### src/rtl/fdq_pkg.sv
package fdq_pkg;

    localparam int ADC_W   = 14;              // converter sample width
    localparam int HALF_W  = 16;              // synthesizer frame width
    localparam int WORD_W  = 2 * HALF_W;      // phase increment width
    localparam int CEN_W   = 32;              // center frequency, mHz
    localparam int GAIN_W  = 16;              // gain, mHz per volt

    // one code step = 20 V / 2^14 = LSB_NUM / 2^LSB_SH volt
    localparam int LSB_SH  = 12;
    localparam int LSB_NUM = 5;

    // 2^32 / 1e9 (mHz at a 1 MHz clock) in fixed point with K_FRAC bits
    localparam int     K_FRAC  = 24;
    localparam longint K_SCALE = 72057594;
    localparam int     K_W     = $clog2(K_SCALE + 1);

    localparam int SHIFT  = K_FRAC + LSB_SH;
    localparam int MUL_W  = ADC_W + GAIN_W + 1;
    localparam int SUM_W  = CEN_W + LSB_SH + 2;
    localparam int PROD_W = SUM_W + K_W + 1;

    localparam logic [WORD_W-1:0] NYQ_WORD = WORD_W'(1) << (WORD_W - 1);

    typedef enum logic [2:0] {
        S_IDLE,
        S_ADC,
        S_CALC,
        S_HI,
        S_LO,
        S_SHOW
    } seq_e;

    typedef struct packed {
        logic [HALF_W-1:0] hi;
        logic [HALF_W-1:0] lo;
    } tword_t;

    function automatic logic [WORD_W-1:0] clamp_word(input logic signed [PROD_W-1:0] v);
        logic signed [PROD_W-1:0] lim;
        lim = $signed(PROD_W'(1) << (WORD_W - 1));
        if (v[PROD_W-1]) return '0;
        if (v > lim) return NYQ_WORD;
        return v[WORD_W-1:0];
    endfunction

endpackage

### src/rtl/fdq_sclk_gen.sv
module fdq_sclk_gen #(
    parameter int BITS = 16,
    parameter int DIV  = 2
) (
    input  logic clk,
    input  logic rst,
    input  logic start,
    output logic sclk,
    output logic rise_now,
    output logic fall_now,
    output logic done
);
    localparam int DW = (DIV > 1) ? $clog2(DIV) : 1;
    localparam int BW = $clog2(BITS + 1);

    logic          run_q;
    logic [DW-1:0] div_q;
    logic [BW-1:0] left_q;
    logic          tick;

    assign tick     = run_q && (div_q == DW'(DIV - 1));
    assign rise_now = tick && !sclk;
    assign fall_now = tick && sclk;

    always_ff @(posedge clk) begin
        if (rst) begin
            run_q  <= 1'b0;
            div_q  <= '0;
            left_q <= '0;
            sclk   <= 1'b0;
            done   <= 1'b0;
        end else begin
            done <= 1'b0;
            if (start && !run_q) begin
                run_q  <= 1'b1;
                div_q  <= '0;
                left_q <= BW'(BITS);
                sclk   <= 1'b0;
            end else if (run_q) begin
                div_q <= tick ? '0 : div_q + 1'b1;
                if (rise_now) sclk <= 1'b1;
                if (fall_now) begin
                    sclk   <= 1'b0;
                    left_q <= left_q - 1'b1;
                    if (left_q == BW'(1)) begin
                        run_q <= 1'b0;
                        done  <= 1'b1;
                    end
                end
            end
        end
    end

    // the serial clock only toggles inside a running frame
    a_r7_sclk_parked: assert property (@(posedge clk) disable iff (rst)
        !run_q |-> !sclk);

    // the end-of-frame marker lasts one cycle
    a_r8_done_single: assert property (@(posedge clk) disable iff (rst)
        done |=> !done);

    // a frame ends only after its final bit
    a_r3_done_after_last: assert property (@(posedge clk) disable iff (rst)
        done |-> !run_q && (left_q == '0));

endmodule

### src/rtl/fdq_adc_rd.sv
module fdq_adc_rd #(
    parameter int W   = 14,
    parameter int DIV = 2
) (
    input  logic         clk,
    input  logic         rst,
    input  logic         start,
    input  logic         miso,
    output logic         sclk,
    output logic         done,
    output logic [W-1:0] data
);
    logic rise_now;
    logic fall_now;
    logic [W-1:0] rx_q;

    fdq_sclk_gen #(.BITS(W), .DIV(DIV)) gen_i (
        .clk     (clk),
        .rst     (rst),
        .start   (start),
        .sclk    (sclk),
        .rise_now(rise_now),
        .fall_now(fall_now),
        .done    (done)
    );

    always_ff @(posedge clk) begin
        if (rst) begin
            rx_q <= '0;
        end else if (rise_now) begin
            rx_q <= {rx_q[W-2:0], miso};
        end
    end

    assign data = rx_q;

    // received bits change only at a sampling edge
    a_r3_rx_on_rise: assert property (@(posedge clk) disable iff (rst)
        !$past(rise_now) |-> $stable(rx_q));

endmodule

### src/rtl/fdq_syn_wr.sv
module fdq_syn_wr #(
    parameter int W   = 16,
    parameter int DIV = 2
) (
    input  logic         clk,
    input  logic         rst,
    input  logic         start,
    input  logic [W-1:0] word,
    output logic         sclk,
    output logic         mosi,
    output logic         done
);
    logic rise_now;
    logic fall_now;
    logic [W-1:0] tx_q;

    fdq_sclk_gen #(.BITS(W), .DIV(DIV)) gen_i (
        .clk     (clk),
        .rst     (rst),
        .start   (start),
        .sclk    (sclk),
        .rise_now(rise_now),
        .fall_now(fall_now),
        .done    (done)
    );

    always_ff @(posedge clk) begin
        if (rst) begin
            tx_q <= '0;
        end else if (start) begin
            tx_q <= word;
        end else if (fall_now) begin
            tx_q <= {tx_q[W-2:0], 1'b0};
        end
    end

    assign mosi = tx_q[W-1];

    // data seen by the synthesizer is steady across a rising edge
    a_r7_mosi_steady: assert property (@(posedge clk) disable iff (rst)
        $rose(sclk) |-> $stable(mosi));

endmodule

### src/rtl/fdq_word_calc.sv
module fdq_word_calc
    import fdq_pkg::*;
(
    input  logic [CEN_W-1:0]  center,
    input  logic [GAIN_W-1:0] gain,
    input  logic [ADC_W-1:0]  code,
    output tword_t            word
);
    logic signed [MUL_W-1:0]  code_x;
    logic signed [MUL_W-1:0]  gain_x;
    logic signed [MUL_W-1:0]  mul;
    logic signed [SUM_W-1:0]  cen_x;
    logic signed [SUM_W-1:0]  dev_x;
    logic signed [SUM_W-1:0]  sum;
    logic signed [PROD_W-1:0] sum_w;
    logic signed [PROD_W-1:0] prod;
    logic signed [PROD_W-1:0] rnd;
    logic signed [PROD_W-1:0] res;

    always_comb begin
        code_x = {{(MUL_W - ADC_W){code[ADC_W-1]}}, code};
        gain_x = {{(MUL_W - GAIN_W){1'b0}}, gain};
        mul    = code_x * gain_x;
        dev_x  = {{(SUM_W - MUL_W){mul[MUL_W-1]}}, mul} * SUM_W'(LSB_NUM);
        cen_x  = {{(SUM_W - CEN_W - LSB_SH){1'b0}}, center, {LSB_SH{1'b0}}};
        sum    = cen_x + dev_x;
        sum_w  = {{(PROD_W - SUM_W){sum[SUM_W-1]}}, sum};
        prod   = sum_w * PROD_W'(K_SCALE);
        rnd    = prod + $signed(PROD_W'(1) << (SHIFT - 1));
        res    = rnd >>> SHIFT;
        word   = clamp_word(res);
    end

endmodule

### src/rtl/fdq_seq_top.sv
module fdq_seq_top
    import fdq_pkg::*;
#(
    parameter int SCLK_DIV = 2
) (
    input  logic              clk,
    input  logic              rst,
    input  logic              loop_en,
    input  logic [CEN_W-1:0]  center_mhz,
    input  logic [GAIN_W-1:0] gain_mhz_v,
    output logic              busy,
    output logic              adc_cs_n,
    output logic              adc_sclk,
    input  logic              adc_miso,
    output logic              syn_cs_n,
    output logic              syn_sclk,
    output logic              syn_mosi,
    output logic              disp_stb,
    output logic [WORD_W-1:0] cur_word
);
    seq_e              st_q;
    logic              adc_go_q;
    logic              syn_go_q;
    logic              adc_done;
    logic              syn_done;
    logic [ADC_W-1:0]  adc_data;
    logic [ADC_W-1:0]  code_q;
    logic [HALF_W-1:0] syn_tx_q;
    tword_t            calc_w;
    tword_t            word_q;

    fdq_adc_rd #(.W(ADC_W), .DIV(SCLK_DIV)) adc_i (
        .clk  (clk),
        .rst  (rst),
        .start(adc_go_q),
        .miso (adc_miso),
        .sclk (adc_sclk),
        .done (adc_done),
        .data (adc_data)
    );

    fdq_word_calc calc_i (
        .center(center_mhz),
        .gain  (gain_mhz_v),
        .code  (code_q),
        .word  (calc_w)
    );

    fdq_syn_wr #(.W(HALF_W), .DIV(SCLK_DIV)) syn_i (
        .clk  (clk),
        .rst  (rst),
        .start(syn_go_q),
        .word (syn_tx_q),
        .sclk (syn_sclk),
        .mosi (syn_mosi),
        .done (syn_done)
    );

    always_ff @(posedge clk) begin
        if (rst) begin
            st_q     <= S_IDLE;
            adc_cs_n <= 1'b1;
            syn_cs_n <= 1'b1;
            adc_go_q <= 1'b0;
            syn_go_q <= 1'b0;
            code_q   <= '0;
            word_q   <= '0;
            syn_tx_q <= '0;
            disp_stb <= 1'b0;
        end else begin
            adc_go_q <= 1'b0;
            syn_go_q <= 1'b0;
            disp_stb <= 1'b0;
            unique case (st_q)
                S_IDLE: begin
                    if (loop_en) begin
                        adc_cs_n <= 1'b0;
                        adc_go_q <= 1'b1;
                        st_q     <= S_ADC;
                    end
                end
                S_ADC: begin
                    if (adc_done) begin
                        adc_cs_n <= 1'b1;
                        code_q   <= adc_data;
                        st_q     <= loop_en ? S_CALC : S_IDLE;
                    end
                end
                S_CALC: begin
                    word_q   <= calc_w;
                    syn_tx_q <= calc_w.hi;
                    syn_cs_n <= 1'b0;
                    syn_go_q <= 1'b1;
                    st_q     <= S_HI;
                end
                S_HI: begin
                    if (syn_done) begin
                        syn_tx_q <= word_q.lo;
                        syn_go_q <= 1'b1;
                        st_q     <= S_LO;
                    end
                end
                S_LO: begin
                    if (syn_done) begin
                        syn_cs_n <= 1'b1;
                        disp_stb <= 1'b1;
                        st_q     <= S_SHOW;
                    end
                end
                S_SHOW: begin
                    if (loop_en) begin
                        adc_cs_n <= 1'b0;
                        adc_go_q <= 1'b1;
                        st_q     <= S_ADC;
                    end else begin
                        st_q <= S_IDLE;
                    end
                end
                default: st_q <= S_IDLE;
            endcase
        end
    end

    assign busy     = (st_q != S_IDLE);
    assign cur_word = word_q;

    // the two devices are never selected together
    a_r8_cs_exclusive: assert property (@(posedge clk) disable iff (rst)
        !(!adc_cs_n && !syn_cs_n));

    // releasing the synthesizer coincides with the display strobe
    a_r8_stb_on_release: assert property (@(posedge clk) disable iff (rst)
        $rose(syn_cs_n) |-> disp_stb);

    // the synthesizer clock runs only while it is selected
    a_r7_sclk_in_frame: assert property (@(posedge clk) disable iff (rst)
        syn_sclk |-> !syn_cs_n);

    // the converter clock runs only while it is selected
    a_r3_sclk_in_frame: assert property (@(posedge clk) disable iff (rst)
        adc_sclk |-> !adc_cs_n);

    // no word above half the synthesizer clock ever leaves the block
    a_r6_word_ceiling: assert property (@(posedge clk) disable iff (rst)
        cur_word <= NYQ_WORD);

    // idle means both devices deselected
    a_r11_idle_quiet: assert property (@(posedge clk) disable iff (rst)
        !busy |-> adc_cs_n && syn_cs_n);

    // a converter frame ending with the loop disabled returns to idle
    a_r9_stop_after_read: assert property (@(posedge clk) disable iff (rst)
        (st_q == S_ADC && adc_done && !loop_en) |=> !busy && syn_cs_n);

endmodule

### config.mk
export PLATFORM = sky130hd
export DESIGN_NAME = fdq_seq_top
export DESIGN_NICKNAME = d
export VERILOG_FILES = /design/src/rtl/fdq_pkg.sv /design/src/rtl/fdq_sclk_gen.sv /design/src/rtl/fdq_adc_rd.sv /design/src/rtl/fdq_syn_wr.sv /design/src/rtl/fdq_word_calc.sv /design/src/rtl/fdq_seq_top.sv
export SDC_FILE = /design/constraint.sdc
export NUM_CORES = 2
export LEC_CHECK = 0
export BUFFER_PORTS_ARGS = -buffer_cell sky130_fd_sc_hd__clkbuf_2
export CORE_UTILIZATION = 34
export DETAILED_ROUTE_END_ITERATION = 10
export PLACE_DENSITY = 0.56
export SETUP_SLACK_MARGIN = 0.02
export SLEW_MARGIN = 25
export SYNTH_ARGS = -nofsm -noshare
export SYNTH_HDL_FRONTEND = slang
export SYNTH_SLANG_ARGS = --single-unit
### constraint.sdc
create_clock -name clk -period 34.3 [get_ports clk]
set_input_delay 1.715 -clock clk [delete_from_list [all_inputs] [get_ports clk]]
set_output_delay 1.715 -clock clk [all_outputs]
set_load 0.01 [all_outputs]
==> out/metrics.cfg <==
[grt]
grt_busiest_layer = met2
grt_use_total_pct = 18.0
gr-usage-met3_pct = 1.56
grt_antenna_before_repair = 1
grt_max_degree = 83
grt-ovfl-total = 0
grt_first_pass_wirelength_mm = 159
grt_use_met1_pct = 24.5
grt_pass1_vias = 29000
use_met2_pct = 31.7

[yosys]
synth_area_um2 = 37300
synth_edf_count = 0
synth_top_area_share_pct = 33.7
async_flop_share_pct = 0
synth.area.top_cells = fa_1 (34%), ha_1 (19%), inv_1 (10%)
yosysWarningCount = 0
synth_cell_type_count = 97
ys_ff_latch = 117
syn_avg_cell_area_um2 = 8.85
synth_ff_type = dfxtp_1
synth_top_area_cell = fa_1
synthCells = 4218
ys_seq_area_share_pct = 6.28
syn_nets = 5458

[setup_path]
path_depth = 71
start_kind = primary input
crit_start = gain_mhz_v[7]
cp.required_ns = 34.64
reg2regPathDepth = 70
arrival_ns = 21.26
r2r_start = code_q[2]
critPathCaptureType = flop
crit_slowest_cell = o41ai_1
slowest_delay_ns = 0.68
crit_type = primary input to flop
critPathBufInv = 13
path_max_fanout = 17
crit_family = adder cells

[clock_network]
cts_max_level = 4
clk_pin_slew_ns = 0.06
cts_setup_buffers = 0
cts_tree = yes
clockRootBuffer = clkbuf_16
cts.sinks = 117
clk_latency_ns = 0.42
cts_buffers = 17
cts-resized-gates = 0
ctsHoldBuffers = 0
cts_buffer_depth = 2

[finish]
synthToLayoutAreaGrowth_pct = 7.11
drive_gt1_share_pct = 5.31
final_cells = 5669
final_nets = 5481

[hold_path]
hold_path_class = flop to flop
hold_path_depth = 2
hold_start = adc_i.data[13]

[floorplan]
start_util_pct = 34.3
die_w_um = 333
die_h_um = 333
num_io_pins = 91
core_um2 = 109000
die-area_um2 = 111000
row_count = 121

[placement]
gp_congestion = 0.903
io_buffers = 90
dp_cells = 5636
dp_hpwl_mm = 81.8

[sta]
rsz0062_at_grt = no
fin_tns_setup_ns = 0
period_minus_slack_ns = 20.92
fmax_mhz = 47.8
fin_crit_sh_pct = 61.0
drv_slew = 0
hold_viol = 0
slew_headroom_pct = 35.2
setup_violations = 0
clock-skew-final_ns = 0.0143
worst_pin_slew_ns = 0.968

[drt]
vias = 27700
drc = 0
drt-pass1-iter-count = 5
routedWlPerCell_um = 17.0
antenna_left = 0
via_per_inst = 4.89
drt_iter0_markers = 1545
wl_mm = 96.6

[run_status]
status = finished, final reports clean

[job]
cap_violations = 0

final cells by class:
type                       count  area, µm²
fill                       11300      68900
multi-input combinational   2950      30700
inverter                    1022       3840
sequential                   117       2340
tap                         1414       1770
timing repair buffer         133        773
clock buffer                  18        429
clock inverter                14        151
antenna                        1       2.50
cell families (layout without fill, tap and decap cells):
group           after synthesis  count (layout)  share of synthesized area [%]
simple gates                888             888                           12.0
buf+inv                    1151            1187                           11.7
mux                          33              33                          0.905
compound gates              566             566                           10.0
other cells                   0               1                              0
flops                       117             117                           6.28
fa+ha+maj                  1200            1200                           52.8
xor+xnor                    263             263                           6.23
synthesized netlist by cell type, types with 10 or more instances:
| master | n |
|---|---|
| a211oi_1 | 16 |
| a21o_1 | 91 |
| a21oi_1 | 183 |
| a31oi_1 | 24 |
| a32o_1 | 15 |
| and2_1 | 145 |
| and3_1 | 27 |
| clkbuf_1 | 114 |
| dfxtp_1 | 117 |
| fa_1 | 629 |
| ha_1 | 559 |
| inv_1 | 1022 |
| maj3_1 | 12 |
| mux2i_1 | 27 |
| nand2_1 | 295 |
| nand2b_1 | 31 |
| nand3_1 | 40 |
| nand4_1 | 35 |
| nor2_1 | 162 |
| nor2b_1 | 33 |
| nor3_1 | 29 |
| nor3b_1 | 11 |
| nor4_1 | 22 |
| o21a_1 | 17 |
| o21ai_0 | 81 |
| o21ai_1 | 10 |
| o21bai_1 | 23 |
| o31ai_1 | 10 |
| or2_2 | 10 |
| xnor2_1 | 157 |
| xor2_1 | 103 |
flip-flops by register name (all words and copies together) (netlist names), 3 cells and up:
register and flops:
syn_tx_q 16, st_q 3, syn_i.gen_i.left_q 5, syn_i.tx_q 16
cur_word 32, adc_i.data 14, adc_i.gen_i.left_q 4, code_q 14
tightest hold or removal path: cells and delay by family, from the launching register on:
family	cells	cell delay, ns
compound gates	1	0.05
flops	1	0.31
simple gates	1	0.05
metal layers:
metal | vias up | part of all wire [%]
met5 | - | 0.0072
met4 | 2 | 1.1
met3 | 64 | 3.7
met2 | 445 | 49
met1 | 13900 | 46
li1 | 13300 | -
stage by stage:
stage	worst slack (ns)	cell area, µm²	utilization [%]	hold WS [ns]
2_1_floorplan	14.86	37300	-	0.432
3_3_place_gp	13.23	39400	36.2	0.440
3_5_place_dp	13.08	39400	36.2	0.446
4_1_cts	13.44	40000	36.7	0.454
5_1_grt	11.75	40000	36.7	0.485
6_report	13.38	40000	36.7	0.455
layout by cell type, fill, tap and decap left out, types with 16 or more instances in the layout:
master     instances
xnor2_1          152
nand3_1           40
buf_4             43
nor4_1            22
nor3_1            29
a21o_1            91
a211oi_1          16
ha_1             559
o21a_1            17
clkbuf_2          90
nor2_1           159
nand4_1           35
nor2b_1           33
inv_1           1022
mux2i_1           27
xor2_1           102
clkbuf_16         17
and3_1            27
nand2_1          295
fa_1             629
a21oi_1          183
o21bai_1          23
nand2b_1          31
o21ai_0           81
dfxtp_1          116
and2_1           145
a31oi_1           24
worst paths after layout:
| path | slack [ns] | to |
|---|---|---|
| min reg2reg | 0.45 | code_q[13] |
| min | 0.45 | code_q[13] |
| max reg2reg | 14.30 | cur_word[4] |
| max | 13.38 | cur_word[4] |
Power is left out: the tool's default activity adds up to more than one toggle a clock period on the data nets, which glitch-free logic cannot reach.
